==> src/rtl/spi_div_pkg.sv <==
package spi_div_pkg;
  typedef enum logic {
    HALF_IDLE = 1'b0,
    HALF_ACT  = 1'b1
  } half_e;
endpackage

==> src/rtl/spi_rate_decode.sv <==
module spi_rate_decode #(
  parameter int CODE_W   = 5,
  parameter int DIV_W    = 11,
  parameter int MAX_CODE = 18
) (
  input  logic [CODE_W-1:0] code,
  input  logic              fast_ok,
  output logic              valid,
  output logic [DIV_W-1:0]  div
);
  localparam logic [CODE_W-1:0] CAP = CODE_W'(MAX_CODE);

  logic [CODE_W-1:0] clamped;
  logic [CODE_W-1:0] step;
  logic [CODE_W-1:0] octave;

  always_comb begin
    clamped = (code > CAP) ? CAP : code;
    step    = clamped - CODE_W'(2);
    octave  = step >> 1;
    valid   = 1'b0;
    div     = '0;
    if (clamped == CODE_W'(1)) begin
      valid = fast_ok;
      div   = DIV_W'(3);
    end else if (clamped >= CODE_W'(2)) begin
      valid = 1'b1;
      // even steps are powers of two from 4, odd steps sit at 3/2 of them
      if (step[0]) div = DIV_W'(3) << (octave + CODE_W'(1));
      else         div = DIV_W'(4) << octave;
    end
  end
endmodule

==> src/rtl/spi_edge_timer.sv <==
module spi_edge_timer
  import spi_div_pkg::*;
#(
  parameter int DIV_W     = 11,
  parameter int WORD_BITS = 8
) (
  input  logic             clk,
  input  logic             rst_n,
  input  logic             en,
  input  logic             valid,
  input  logic [DIV_W-1:0] div,
  input  logic             cpol,
  input  logic             cpha,
  output logic             sclk,
  output logic             launch_stb,
  output logic             capture_stb
);
  localparam int CNT_W = DIV_W - 1;
  localparam int BIT_W = (WORD_BITS > 1) ? $clog2(WORD_BITS) : 1;
  localparam logic [BIT_W-1:0] LAST_BIT = BIT_W'(WORD_BITS - 1);

  logic             run_q, run_d;
  half_e            half_q, half_d;
  logic [CNT_W-1:0] cnt_q, cnt_d;
  logic [BIT_W-1:0] bit_q, bit_d;
  logic [DIV_W-1:0] ndiv_q, ndiv_d;
  logic             pol_q, pol_d;
  logic             pha_q, pha_d;
  logic             sclk_q, sclk_d;
  logic             lead_q, lead_d;
  logic             trail_q, trail_d;

  logic             load_ok;
  logic [DIV_W-1:0] act_len, idl_len, new_act;

  assign load_ok = en && valid;
  assign act_len = ndiv_q >> 1;
  assign idl_len = ndiv_q - act_len;
  assign new_act = div >> 1;

  always_comb begin
    run_d   = run_q;
    half_d  = half_q;
    cnt_d   = cnt_q;
    bit_d   = bit_q;
    ndiv_d  = ndiv_q;
    pol_d   = pol_q;
    pha_d   = pha_q;
    sclk_d  = sclk_q;
    lead_d  = 1'b0;
    trail_d = 1'b0;
    if (!run_q) begin
      pol_d  = cpol;
      pha_d  = cpha;
      sclk_d = cpol;
      bit_d  = '0;
      if (load_ok) begin
        run_d  = 1'b1;
        ndiv_d = div;
        half_d = HALF_ACT;
        sclk_d = ~cpol;
        lead_d = 1'b1;
        cnt_d  = CNT_W'(new_act - DIV_W'(1));
      end
    end else if (cnt_q != '0) begin
      cnt_d = cnt_q - CNT_W'(1);
    end else if (half_q == HALF_ACT) begin
      half_d  = HALF_IDLE;
      sclk_d  = pol_q;
      trail_d = 1'b1;
      cnt_d   = CNT_W'(idl_len - DIV_W'(1));
    end else if (bit_q != LAST_BIT) begin
      bit_d  = bit_q + BIT_W'(1);
      half_d = HALF_ACT;
      sclk_d = ~pol_q;
      lead_d = 1'b1;
      cnt_d  = CNT_W'(act_len - DIV_W'(1));
    end else begin
      bit_d = '0;
      if (load_ok && (cpol == pol_q)) begin
        ndiv_d = div;
        pha_d  = cpha;
        half_d = HALF_ACT;
        sclk_d = ~pol_q;
        lead_d = 1'b1;
        cnt_d  = CNT_W'(new_act - DIV_W'(1));
      end else begin
        run_d = 1'b0;
      end
    end
  end

  always_ff @(posedge clk or negedge rst_n) begin
    if (!rst_n) begin
      run_q   <= 1'b0;
      half_q  <= HALF_IDLE;
      cnt_q   <= '0;
      bit_q   <= '0;
      ndiv_q  <= '0;
      pol_q   <= 1'b0;
      pha_q   <= 1'b0;
      sclk_q  <= 1'b0;
      lead_q  <= 1'b0;
      trail_q <= 1'b0;
    end else begin
      run_q   <= run_d;
      half_q  <= half_d;
      cnt_q   <= cnt_d;
      bit_q   <= bit_d;
      ndiv_q  <= ndiv_d;
      pol_q   <= pol_d;
      pha_q   <= pha_d;
      sclk_q  <= sclk_d;
      lead_q  <= lead_d;
      trail_q <= trail_d;
    end
  end

  assign sclk        = sclk_q;
  assign launch_stb  = pha_q ? lead_q  : trail_q;
  assign capture_stb = pha_q ? trail_q : lead_q;


  start_load_chk: assert property (@(posedge clk) disable iff (!rst_n)
    (!run_q && en && valid) |=> (run_q && lead_q && ndiv_q >= DIV_W'(3)));


  lead_toggle_chk: assert property (@(posedge clk) disable iff (!rst_n)
    lead_q |-> (sclk_q != $past(sclk_q)));


  lead_width_chk: assert property (@(posedge clk) disable iff (!rst_n)
    lead_q |=> !lead_q);


  act_len_chk: assert property (@(posedge clk) disable iff (!rst_n)
    (run_q && half_q == HALF_ACT) |-> (DIV_W'(cnt_q) < (ndiv_q >> 1)));


  div_hold_chk: assert property (@(posedge clk) disable iff (!rst_n)
    (run_q && $past(run_q) && bit_q != '0) |-> $stable(ndiv_q));
endmodule

==> src/rtl/spi_clk_div.sv <==
module spi_clk_div #(
  parameter int CODE_W    = 5,
  parameter int DIV_W     = 11,
  parameter int MAX_CODE  = 18,
  parameter int WORD_BITS = 8
) (
  input  logic              clk,
  input  logic              rst_n,
  input  logic              en,
  input  logic [CODE_W-1:0] rate_code,
  input  logic              fast_ok,
  input  logic              cpol,
  input  logic              cpha,
  output logic              sclk,
  output logic              launch_stb,
  output logic              capture_stb
);
  logic             code_valid;
  logic [DIV_W-1:0] code_div;

  spi_rate_decode #(
    .CODE_W  (CODE_W),
    .DIV_W   (DIV_W),
    .MAX_CODE(MAX_CODE)
  ) u_decode (
    .code   (rate_code),
    .fast_ok(fast_ok),
    .valid  (code_valid),
    .div    (code_div)
  );

  spi_edge_timer #(
    .DIV_W    (DIV_W),
    .WORD_BITS(WORD_BITS)
  ) u_timer (
    .clk        (clk),
    .rst_n      (rst_n),
    .en         (en),
    .valid      (code_valid),
    .div        (code_div),
    .cpol       (cpol),
    .cpha       (cpha),
    .sclk       (sclk),
    .launch_stb (launch_stb),
    .capture_stb(capture_stb)
  );
endmodule

==> config.mk <==
export PLATFORM = sky130hd
export DESIGN_NAME = spi_clk_div
export DESIGN_NICKNAME = d
export VERILOG_FILES = /design/src/rtl/spi_div_pkg.sv /design/src/rtl/spi_rate_decode.sv /design/src/rtl/spi_edge_timer.sv /design/src/rtl/spi_clk_div.sv
export SDC_FILE = /design/constraint.sdc
export NUM_CORES = 1
export LEC_CHECK = 0
export CORE_ASPECT_RATIO = 1.5
export CORE_UTILIZATION = 38
export CTS_BUF_LIST = sky130_fd_sc_hd__clkbuf_2
export CTS_CLUSTER_SIZE = 20
export DETAILED_ROUTE_END_ITERATION = 12
export GPL_ROUTABILITY_DRIVEN = 1
export GPL_TIMING_DRIVEN = 0
export PLACE_DENSITY_LB_ADDON = 0.3
export SYNTH_ARGS = -nofsm -noshare
export SYNTH_HDL_FRONTEND = slang
export SYNTH_SLANG_ARGS = --single-unit
==> constraint.sdc <==
create_clock -name clk -period 6.7 [get_ports clk]
set_input_delay 1.005 -clock clk [delete_from_list [all_inputs] [get_ports clk]]
set_output_delay 1.005 -clock clk [all_outputs]
set_load 0.01 [all_outputs]
==> run summary, run 1 <==
Peak supply drop = 0.000125 V
DR pass1 iterations = 4
Crit. path cell count = 12
Total wire length = 8.44 mm
Hold buffers post-CTS = 0
Max reg flops = 11
Warnings, synthesis = 0
Number of antenna-violating nets in the routed design = 0
Syn Area/Cell = 7.96 um2
Die X = 74.1 um
Critical path's slowest cell = nor4b_1
Setup crit end kind = flip-flop
Initial Util = 39.2%
Crit-path leading delay family = simple AND/OR/NAND/NOR gates
Crit start category = input port
Post-Syn Instances = 372
Rel. slew slack = 51.0%
Clock root buffer master = clkbuf_2
Worst-Margin Slew = 0.735 ns
Largest registers = u_timer.ndiv_q (11), u_timer.cnt_q (10), u_timer.bit_q (3)
Setup bufs post-CTS = 0
Asr flop ratio synth = 100%
Crit path max fanout = 10
Clock transition at the registers of the reported paths = 0.18 ns
Clk_skew = 0.0124 ns
Longest Clk Path Bufs = 2
Height of the chip = 110 um
Req. time, crit path = 7.02 ns
Final Cycle Share = 62.5%
Vias per cell = 5.62
Post-Place Cells = 486
Worst-Skew Late Latency = 0.42 ns
Tmin final = 4.19 ns
Top_reg_cell synth = dfrtp_1
Hold Vio Cnt, Final = 0
Worst Path Class, Setup = input port to flip-flop
Critical path, cell by cell = clkdlybuf4s50_1, clkbuf_1, or2_2, a21o_1, ha_1, o211ai_1, ha_1, o21ai_0, nor4b_1, mux2i_1, nand3_1, a221o_1
Nets@finish = 427
Crit-path max cell delay = 0.50 ns
Register area = 776 um2
Synthesized flop and latch total = 31
Reg2reg path depth = 10
# setup viols final = 0
Max-Cap Viols = 0
Syn nets = 408
Layout Area Growth over Synthesis = 10.4%
Clock sinks = 31
Antenna cell count = 0
WP buf/inv = 2
LEAKAGE = 0.00134 uW
Core ar. = 0.00756 mm2
Most used cell, CP = ha_1
DRC = 0
Vias in the first global route = 2749
Top reg by flops = u_timer.ndiv_q
WHS Path Cells = 2
Pin count of the biggest net entering global routing = 32
GR Overflow Total = 0
Share of cells above drive strength 1 = 6.12%
Vias = 2774
Min-delay worst type = flip-flop to flip-flop
Arrival @ worst endpoint = 4.51 ns
Placer Congestion = 0.920
Row Count = 39
Fill count = 786
Netlist cell types = 47
CTS buffer count = 5
Peak Freq = 239 MHz
Routed len/inst = 17.1 um
Status = completed
Total I/O pin count = 14
Final core utilization = 43.2%
Seq/Total Area, Yosys = 26.2%
Area of the die = 0.00816 mm2
Finished Layout Cells = 494
Port bufs = 12
Number of H-tree levels = 2
Area of the multi-input gates = 0.00202 mm2
Unrepaired setup endpoints after global routing = false
Cts repair resizes = 0
CTS tree = yes
DRC marker count from the first detailed-route iteration = 118
Detailed Place HPWL = 6.67 mm
Final Max Tran Viols = 0
Setup TNS = 0 ns
Initial antenna violation count = 0
Total GRT Usage = 22.3%
Mapped cell area = 0.00296 mm2
First-pass GRT wire length = 13.6 mm
Post-synth EDFFs = 0
P per Cell Area = 271 mW/mm2
==> power breakdown <==
| part | switching, uW | leakage [uW] | total [uW] | internal, uW |
|---|---|---|---|---|
| clock | 78.4 | 0.0000404 | 140 | 61.3 |
| sequential | 64.0 | 0.000385 | 301 | 237 |
| combinational | 245 | 0.000913 | 446 | 201 |
==> layout make-up <==
| type | instances | share of cell area [%] |
|---|---|---|
| buffer | 18 | 2.64 |
| clock buffer | 5 | 0.766 |
| clock inverter | 3 | 1.19 |
| inverter | 21 | 2.49 |
| multi-input combinational | 302 | 61.8 |
| sequential | 31 | 23.7 |
| tap | 102 | 3.91 |
| timing repair buffer | 12 | 3.52 |
==> cells in the final DEF, fill, tap and decap left out, types with 11 or more instances in the layout <==
cell type,n
a21oi_1,19
clkbuf_1,13
clkdlybuf4s50_1,11
dfrtp_1,31
ha_1,24
inv_1,20
nand2_1,47
nor2_1,27
nor2b_1,11
o21ai_0,35
xnor2_1,20
==> synth_stat cells, types with 4 or more instances <==
cell	n	area [um2]
nand2_1	47	176
o21ai_0	35	175
nor2_1	27	101
ha_1	24	300
mux2_2	5	56.3
dfrtp_1	31	776
a31oi_1	4	25.0
o211ai_1	5	37.5
inv_1	20	75.1
clkbuf_1	13	48.8
nor2b_1	11	68.8
a221oi_1	7	61.3
xor2_1	7	61.3
nand3_1	9	45.0
nand2b_1	5	31.3
o21a_1	4	30.0
xnor2_1	20	175
a211oi_1	7	52.6
a21oi_1	19	95.1
mux2i_1	8	80.1
o22ai_1	5	31.3
a21o_1	4	30.0
nor3_1	9	45.0
a21boi_0	6	45.0
==> through the flow <==
stage	hold WS, ns	worst slack (ns)	power (uW)	cell area, um2
2_1_floorplan	0.456	3.03	625	2960
3_3_place_gp	0.508	2.02	738	3210
3_5_place_dp	0.517	2.04	746	3200
4_1_cts	0.558	2.49	886	3270
5_1_grt	0.589	2.32	950	3270
6_report	0.565	2.51	887	3270
==> worst min-delay path, stage by stage (launching register included) <==
cell	delay (ns)
dfrtp_1	0.42
o21ai_0	0.06
a21boi_0	0.07
==> kinds of logic (layout without fill, tap and decap cells) <==
| logic type | Yosys count | count (layout) | synth area share, % |
|---|---|---|---|
| buf+inv | 39 | 59 | 5.66 |
| mux | 13 | 13 | 4.60 |
| compound gates | 113 | 113 | 25.1 |
| flops | 31 | 31 | 26.2 |
| xor+xnor | 27 | 27 | 7.98 |
| simple gates | 124 | 124 | 19.7 |
| fa+ha+maj | 25 | 25 | 10.8 |
==> worst paths after layout <==
| kind | startpoint | endpoint | slack, ns |
|---|---|---|---|
| max | rate_code[2] | u_timer.cnt_q[8]$_DFFE_PN0P_ | 2.51 |
| min | u_timer.bit_q[2]$_DFFE_PN0P_ | u_timer.bit_q[2]$_DFFE_PN0P_ | 0.56 |
| max reg2reg | u_timer.cnt_q[0]$_DFFE_PN0P_ | u_timer.ndiv_q[4]$_DFFE_PN0P_ | 3.97 |
| min reg2reg | u_timer.bit_q[2]$_DFFE_PN0P_ | u_timer.bit_q[2]$_DFFE_PN0P_ | 0.56 |
| max in group asynchronous | rst_n | u_timer.ndiv_q[9]$_DFFE_PN0P_ | 5.62 |
| min in group asynchronous | rst_n | u_timer.bit_q[0]$_DFFE_PN0P_ | 0.62 |
==> layer usage <==
layer	vias to the layer above	track usage (%)	share of wire (%)
li1	1358	-	-
met1	1326	25.0	40
met2	62	39.5	52
met3	28	3.00	3.0
met4	0	12.8	4.8
met5	-	0	0
Note: power is estimated with default switching activity, not from simulation.
==> run 2: changes to the inputs <==
Clock period 6.7 ns to 3.7 ns, I/O delays scaled along.
==> run summary, run 2 (same netlist as run 1, synthesis figures left out) <==
Status = completed (unchanged)
Setup crit end kind = flip-flop (unchanged)
Max reg flops = 11 (unchanged)
Fill count = 788 (was 786)
First-pass GRT wire length = 13.6 mm (about the same)
Clk pwr share = 15.8% (about the same)
Net Sw Power = 701 uW (was 387 uW)
Placed Area = 0.00320 mm2 (unchanged)
Pin count of the biggest net entering global routing = 32 (unchanged)
Die X = 74.1 um (unchanged)
Crit. Startpoint = rate_code[2] (unchanged)
Top reg by flops = u_timer.ndiv_q (unchanged)
Hold buffers post-CTS = 0 (unchanged)
Most used cell, CP = ha_1 (unchanged)
Finished Layout Cells = 494 (unchanged)
P_int = 906 uW (was 500 uW)
Unrepaired setup endpoints after global routing = false (unchanged)
Crit path max fanout = 10 (unchanged)
Reg2Reg Setup Slack = 0.98 ns (was 3.97 ns)
DRC = 0 (unchanged)
Worst setup path endpoint = u_timer.cnt_q[8]$_DFFE_PN0P_ (unchanged)
Height of the chip = 110 um (unchanged)
Clock transition at the registers of the reported paths = 0.20 ns (was 0.18 ns)
Critical path's slowest cell = clkdlybuf4s50_1 (was nor4b_1)
Post-Place Cells = 486 (unchanged)
Largest registers = u_timer.ndiv_q (11), u_timer.cnt_q (10), u_timer.bit_q (3) (unchanged)
Clock root buffer master = clkbuf_2 (unchanged)
Final Cycle Share = 95.1%
DR pass1 iterations = 4 (unchanged)
Arrival @ worst endpoint = 3.84 ns (was 4.51 ns)
Routed len/inst = 17.1 um (about the same)
Share of power burned in registers = 33.9% (was 34.0%)
Row Count = 39 (unchanged)
Worst Path Class, Setup = input port to flip-flop (unchanged)
Final instance area = 0.00328 mm2 (was 0.00327 mm2)
Vias per cell = 5.64 (was 5.62)
Vias in the first global route = 2751 (was 2749)
Layout Area Growth over Synthesis = 10.6% (was 10.4%)
Final core utilization = 43.3% (was 43.2%)
Min-delay worst type = input port to asynchronous set/reset pin (was flip-flop to flip-flop)
Detailed Place HPWL = 6.67 mm (unchanged)
Critical path, cell by cell = clkdlybuf4s50_1, clkbuf_2, or2_2, a21o_1, ha_1, o211ai_1, ha_1, o21ai_0, nor4b_2, mux2i_1, nand3_1, a221o_1 (was clkdlybuf4s50_1, clkbuf_1, or2_2, a21o_1, ha_1, o211ai_1, ha_1, o21ai_0, nor4b_1, mux2i_1, nand3_1, a221o_1)
P per Cell Area = 491 mW/mm2 (was 271 mW/mm2)
Initial Util = 39.2% (unchanged)
Req. time, crit path = 4.03 ns (was 7.02 ns)
Tmin final = 3.52 ns
Total I/O pin count = 14 (unchanged)
Setup bufs post-CTS = 0 (unchanged)
Combinational share of power = 50.3% (about the same)
Nets@finish = 427 (unchanged)
Vias = 2784 (was 2774)
RR Startpoint = u_timer.cnt_q[0]$_DFFE_PN0P_ (unchanged)
Clock sinks = 31 (unchanged)
Clk_skew = 0.0111 ns (was 0.0124 ns)
Peak Freq = 284 MHz
Initial antenna violation count = 0 (unchanged)
Worst-Margin Slew = 0.736 ns (was 0.735 ns)
Crit-path max cell delay = 0.50 ns (about the same)
Crit start category = input port (unchanged)
Total GRT Usage = 22.3% (about the same)
Number of H-tree levels = 2 (unchanged)
# setup viols final = 0 (unchanged)
Total wire length = 8.45 mm (was 8.44 mm)
CTS buffer count = 5 (unchanged)
Worst-Skew Late Latency = 0.42 ns (about the same)
Reg2reg path depth = 10 (unchanged)
CTS tree = yes (unchanged)
Max-Cap Viols = 0 (unchanged)
Sw Ratio = 43.6% (about the same)
LEAKAGE = 0.00134 uW (about the same)
Share of cells above drive strength 1 = 6.63% (was 6.12%)
Commonest non-fill, non-tap cell in the layout = nand2_1 (unchanged)
DRC marker count from the first detailed-route iteration = 114 (was 118)
WHS = 0.170 ns (was 0.565 ns)
Core ar. = 0.00756 mm2 (unchanged)
R2r endpoint = u_timer.ndiv_q[4]$_DFFE_PN0P_ (unchanged)
Hold Vio Cnt, Final = 0 (unchanged)
Rel. slew slack = 50.9% (was 51.0%)
Most frequent cells in the layout = nand2_1 (47), o21ai_0 (35), dfrtp_1 (31), nor2_1 (27), ha_1 (24) (unchanged)
PnR Total Power = 1610 uW (was 887 uW)
Port bufs = 12 (unchanged)
Area of the die = 0.00816 mm2 (unchanged)
Number of antenna-violating nets in the routed design = 0 (unchanged)
Antenna cell count = 0 (unchanged)
Final Max Tran Viols = 0 (unchanged)
Longest Clk Path Bufs = 2 (unchanged)
GR Overflow Total = 0 (unchanged)
Peak supply drop = 0.000225 V (was 0.000125 V)
Placer Congestion = 0.920 (unchanged)
## run 2: what timing repair did
| item | 4_1_cts | 5_1_grt |
|---|---|---|
| gates resized for setup | 1 | 2 |
| endpoints found under the setup margin | 1 | 1 |
| hold endpoints to repair | 0 | 0 |
| pin swaps | 0 | 1 |
## run 2: layout make-up
type | count | area, um2 | share of cell area (%)
buffer | 18 | 87.6 | 2.67
clock buffer | 5 | 25.0 | 0.764
clock inverter | 3 | 38.8 | 1.18
inverter | 21 | 81.3 | 2.48
multi-input combinational | 302 | 2020 | 61.8
sequential | 31 | 776 | 23.7
tap | 102 | 128 | 3.90
timing repair buffer | 12 | 115 | 3.51
## run 2: metal layers
metal / GRT usage, % / vias up / wire [um]
li1: - / 1358 / -
met1: 25.0 / 1340 / 3390
met2: 39.6 / 60 / 4430
met3: 3.00 / 26 / 228
met4: 12.8 / 0 / 401
met5: 0 / - / 0
## run 2: power groups by stage
| stage | logic, uW | registers [uW] | clock network [uW] |
|---|---|---|---|
| 3_5_place_dp | 798 | 552 | 0 |
| 4_1_cts | 804 | 544 | 256 |
| 5_1_grt | 895 | 561 | 266 |
| 2_1_floorplan | 609 | 523 | 0 |
| 3_3_place_gp | 789 | 548 | 0 |
| 6_report | 808 | 545 | 254 |
## run 2: critical path, delay by kind of cell
kind,cells,cell delay [ns]
AOI/OAI and AO/OA,4,0.92
adders and majority gates,2,0.59
buffers and inverters,2,0.75
muxes,1,0.27
and+or+nand+nor,3,0.75
## run 2: how the worst min path moves through the flow
stage | from | cells after the start | to
detailed placement | u_timer.ndiv_q[0]$_DFFE_PN0P_ | 2 | u_timer.ndiv_q[0]$_DFFE_PN0P_
global placement | u_timer.ndiv_q[7]$_DFFE_PN0P_ | 2 | u_timer.ndiv_q[7]$_DFFE_PN0P_
CTS | rst_n | 1 | u_timer.trail_q$_DFF_PN0_
finish | rst_n | 1 | u_timer.ndiv_q[5]$_DFFE_PN0P_
global route | rst_n | 1 | u_timer.bit_q[1]$_DFFE_PN0P_
floorplan | rst_n | 0 | u_timer.bit_q[0]$_DFFE_PN0P_
## run 2: metrics by stage
step | setup slack, ns | setup TNS (ns)
floorplan | 0.481 | 0
global placement | -0.526 | -0.654
detailed placement | -0.514 | -0.652
CTS | 0.0458 | 0
global route | 0.00343 | 0
finish | 0.181 | 0
==> run 3: changes to the inputs <==
Settings changed: SETUP_SLACK_MARGIN set to 0.1.
==> run summary, run 3 (same netlist as run 1, synthesis figures left out) <==
Vias per cell = 5.64 (about the same)
Req. time, crit path = 4.02 ns (was 4.03 ns)
DRC = 0 (unchanged)
Finished Layout Cells = 495 (was 494)
Setup crit end kind = flip-flop (unchanged)
Antenna cell count = 0 (unchanged)
Critical path's slowest cell = clkdlybuf4s50_1 (unchanged)
CTS buffer count = 5 (unchanged)
Detailed Place HPWL = 6.67 mm (unchanged)
Number of H-tree levels = 2 (unchanged)
Top reg by flops = u_timer.ndiv_q (unchanged)
Combinational share of power = 50.3% (about the same)
Sw Ratio = 43.6% (about the same)
Fill count = 786 (was 788)
Final Cycle Share = 92.2% (was 95.1%)
Net Sw Power = 701 uW (about the same)
Port bufs = 12 (unchanged)
Total wire length = 8.46 mm (was 8.45 mm)
Total I/O pin count = 14 (unchanged)
Final Max Tran Viols = 0 (unchanged)
WHS = 0.167 ns (was 0.170 ns)
Core ar. = 0.00756 mm2 (unchanged)
CTS tree = yes (unchanged)
Routed len/inst = 17.1 um (about the same)
Rel. slew slack = 51.2% (was 50.9%)
DRC marker count from the first detailed-route iteration = 100 (was 114)
Initial antenna violation count = 0 (unchanged)
Worst-Skew Late Latency = 0.42 ns (about the same)
Vias in the first global route = 2751 (unchanged)
Min-delay worst type = input port to asynchronous set/reset pin (unchanged)
First-pass GRT wire length = 13.6 mm (unchanged)
Clock transition at the registers of the reported paths = 0.19 ns (was 0.20 ns)
Hold Vio Cnt, Final = 0 (unchanged)
Initial Util = 39.2% (unchanged)
WP buf/inv = 2 (unchanged)
Critical path, cell by cell = clkdlybuf4s50_1, buf_2, or2_2, a21o_1, ha_1, o211ai_1, ha_1, o21ai_0, nor4b_2, mux2i_1, nand3_1, a221o_1 (was clkdlybuf4s50_1, clkbuf_2, or2_2, a21o_1, ha_1, o211ai_1, ha_1, o21ai_0, nor4b_2, mux2i_1, nand3_1, a221o_1)
Worst-Margin Slew = 0.731 ns (was 0.736 ns)
Clock sinks = 31 (unchanged)
# setup viols final = 0 (unchanged)
Area of the die = 0.00816 mm2 (unchanged)
Most frequent cells in the layout = nand2_1 (47), o21ai_0 (35), dfrtp_1 (31), nor2_1 (27), ha_1 (24) (unchanged)
Peak supply drop = 0.000225 V (about the same)
GR Overflow Total = 0 (unchanged)
DR pass1 iterations = 4 (unchanged)
Share of power burned in registers = 33.9% (about the same)
Placer Congestion = 0.920 (unchanged)
Max reg flops = 11 (unchanged)
Crit-path max cell delay = 0.49 ns (was 0.50 ns)
Arrival @ worst endpoint = 3.73 ns (was 3.84 ns)
Status = completed (unchanged)
Vias = 2791 (was 2784)
Share of cells above drive strength 1 = 7.12% (was 6.63%)
Peak Freq = 293 MHz (was 284 MHz)
Longest Clk Path Bufs = 2 (unchanged)
Post-Place Cells = 486 (unchanged)
Pin count of the biggest net entering global routing = 32 (unchanged)
Crit path max fanout = 10 (unchanged)
Number of antenna-violating nets in the routed design = 0 (unchanged)
Max-Cap Viols = 0 (unchanged)
Worst Path Class, Setup = input port to flip-flop (unchanged)
Crit start category = input port (unchanged)
Clock root buffer master = clkbuf_2 (unchanged)
Unrepaired setup endpoints after global routing = false (unchanged)
Clk_skew = 0.00934 ns (was 0.0111 ns)
Clk pwr share = 15.8% (about the same)
Height of the chip = 110 um (unchanged)
Commonest non-fill, non-tap cell in the layout = nand2_1 (unchanged)
Row Count = 39 (unchanged)
Crit-path leading delay family = compound AO/OA/AOI/OAI gates (unchanged)
Tmin final = 3.41 ns (was 3.52 ns)
PnR Total Power = 1610 uW (about the same)
Hold buffers post-CTS = 0 (unchanged)
P_int = 907 uW (was 906 uW)
Largest registers = u_timer.ndiv_q (11), u_timer.cnt_q (10), u_timer.bit_q (3) (unchanged)
Total GRT Usage = 22.3% (unchanged)
LEAKAGE = 0.00135 uW (was 0.00134 uW)
Nets@finish = 428 (was 427)
Most used cell, CP = ha_1 (unchanged)
P per Cell Area = 490 mW/mm2 (was 491 mW/mm2)
Die X = 74.1 um (unchanged)
Layout Area Growth over Synthesis = 10.9% (was 10.6%)
==> run 3: timing repair <==
item,CTS,global route
setup endpoints to repair,1,1
gates cloned,0,0
gates resized for setup,2,3
pin swaps,0,2
setup buffers,0,1
==> run 3: worst register-to-register path: stages (launching register included) <==
cell	delay, ns
dfrtp_1	0.45
inv_1	0.14
ha_1	0.24
nor4b_2	0.32
and3_1	0.24
nand3_1	0.21
o21ai_0	0.25
nand2_1	0.14
clkbuf_1	0.24
a211oi_1	0.35
a21oi_1	0.07
==> run 3: metal layers <==
layer | vias to the layer above | GRT usage (%) | routed length [um]
met4 | 0 | 12.8 | 432
li1 | 1363 | - | -
met2 | 63 | 39.6 | 4360
met1 | 1337 | 25.0 | 3430
met5 | - | 0 | 0
met3 | 28 | 3.00 | 243
==> run 3: final cells by class <==
class,instances,area [um2],share of cell area (%)
clock buffers,5,25.0,0.762
plain buffers,18,88.8,2.70
clock inverters,3,38.8,1.18
multi-input cells,302,2020,61.6
inverters,21,81.3,2.48
repair buffers,13,123,3.73
flip-flops and latches,31,776,23.6
well taps,102,128,3.89
==> run 3: metrics by stage <==
step                util, %  cell area, um2  TNS, ns  setup WS, ns
floorplan                 -            2960        0         0.481
global placement       42.4            3210   -0.654        -0.526
detailed placement     42.4            3200   -0.652        -0.514
CTS                    43.3            3280        0         0.102
global route           43.4            3280        0         0.117
finish                 43.4            3280        0         0.289
==> run 3: power by group through the flow <==
stage	Sequential [uW]	Combinational (uW)	Clock, uW
after floorplan	523	609	0
after global placement	548	789	0
after detailed placement	552	798	0
after CTS	544	804	256
after global routing	561	896	266
final	545	809	254
==> run 3: worst paths after layout <==
| path | from | endpoint | slack, ns | cells past startpoint |
|---|---|---|---|---|
| worst max-delay path | rate_code[2] | u_timer.cnt_q[8]$_DFFE_PN0P_ | 0.29 | 12 |
| worst min-delay path | rst_n | u_timer.bit_q[0]$_DFFE_PN0P_ | 0.17 | 1 |
| worst max register to register | u_timer.cnt_q[0]$_DFFE_PN0P_ | u_timer.ndiv_q[4]$_DFFE_PN0P_ | 0.97 | 10 |
| worst min register to register | u_timer.bit_q[2]$_DFFE_PN0P_ | u_timer.bit_q[2]$_DFFE_PN0P_ | 0.56 | 2 |
| max in group asynchronous | rst_n | u_timer.ndiv_q[3]$_DFFE_PN0P_ | 3.07 | 1 |
| min in group clk | rate_code[1] | u_timer.ndiv_q[9]$_DFFE_PN0P_ | 0.53 | 4 |
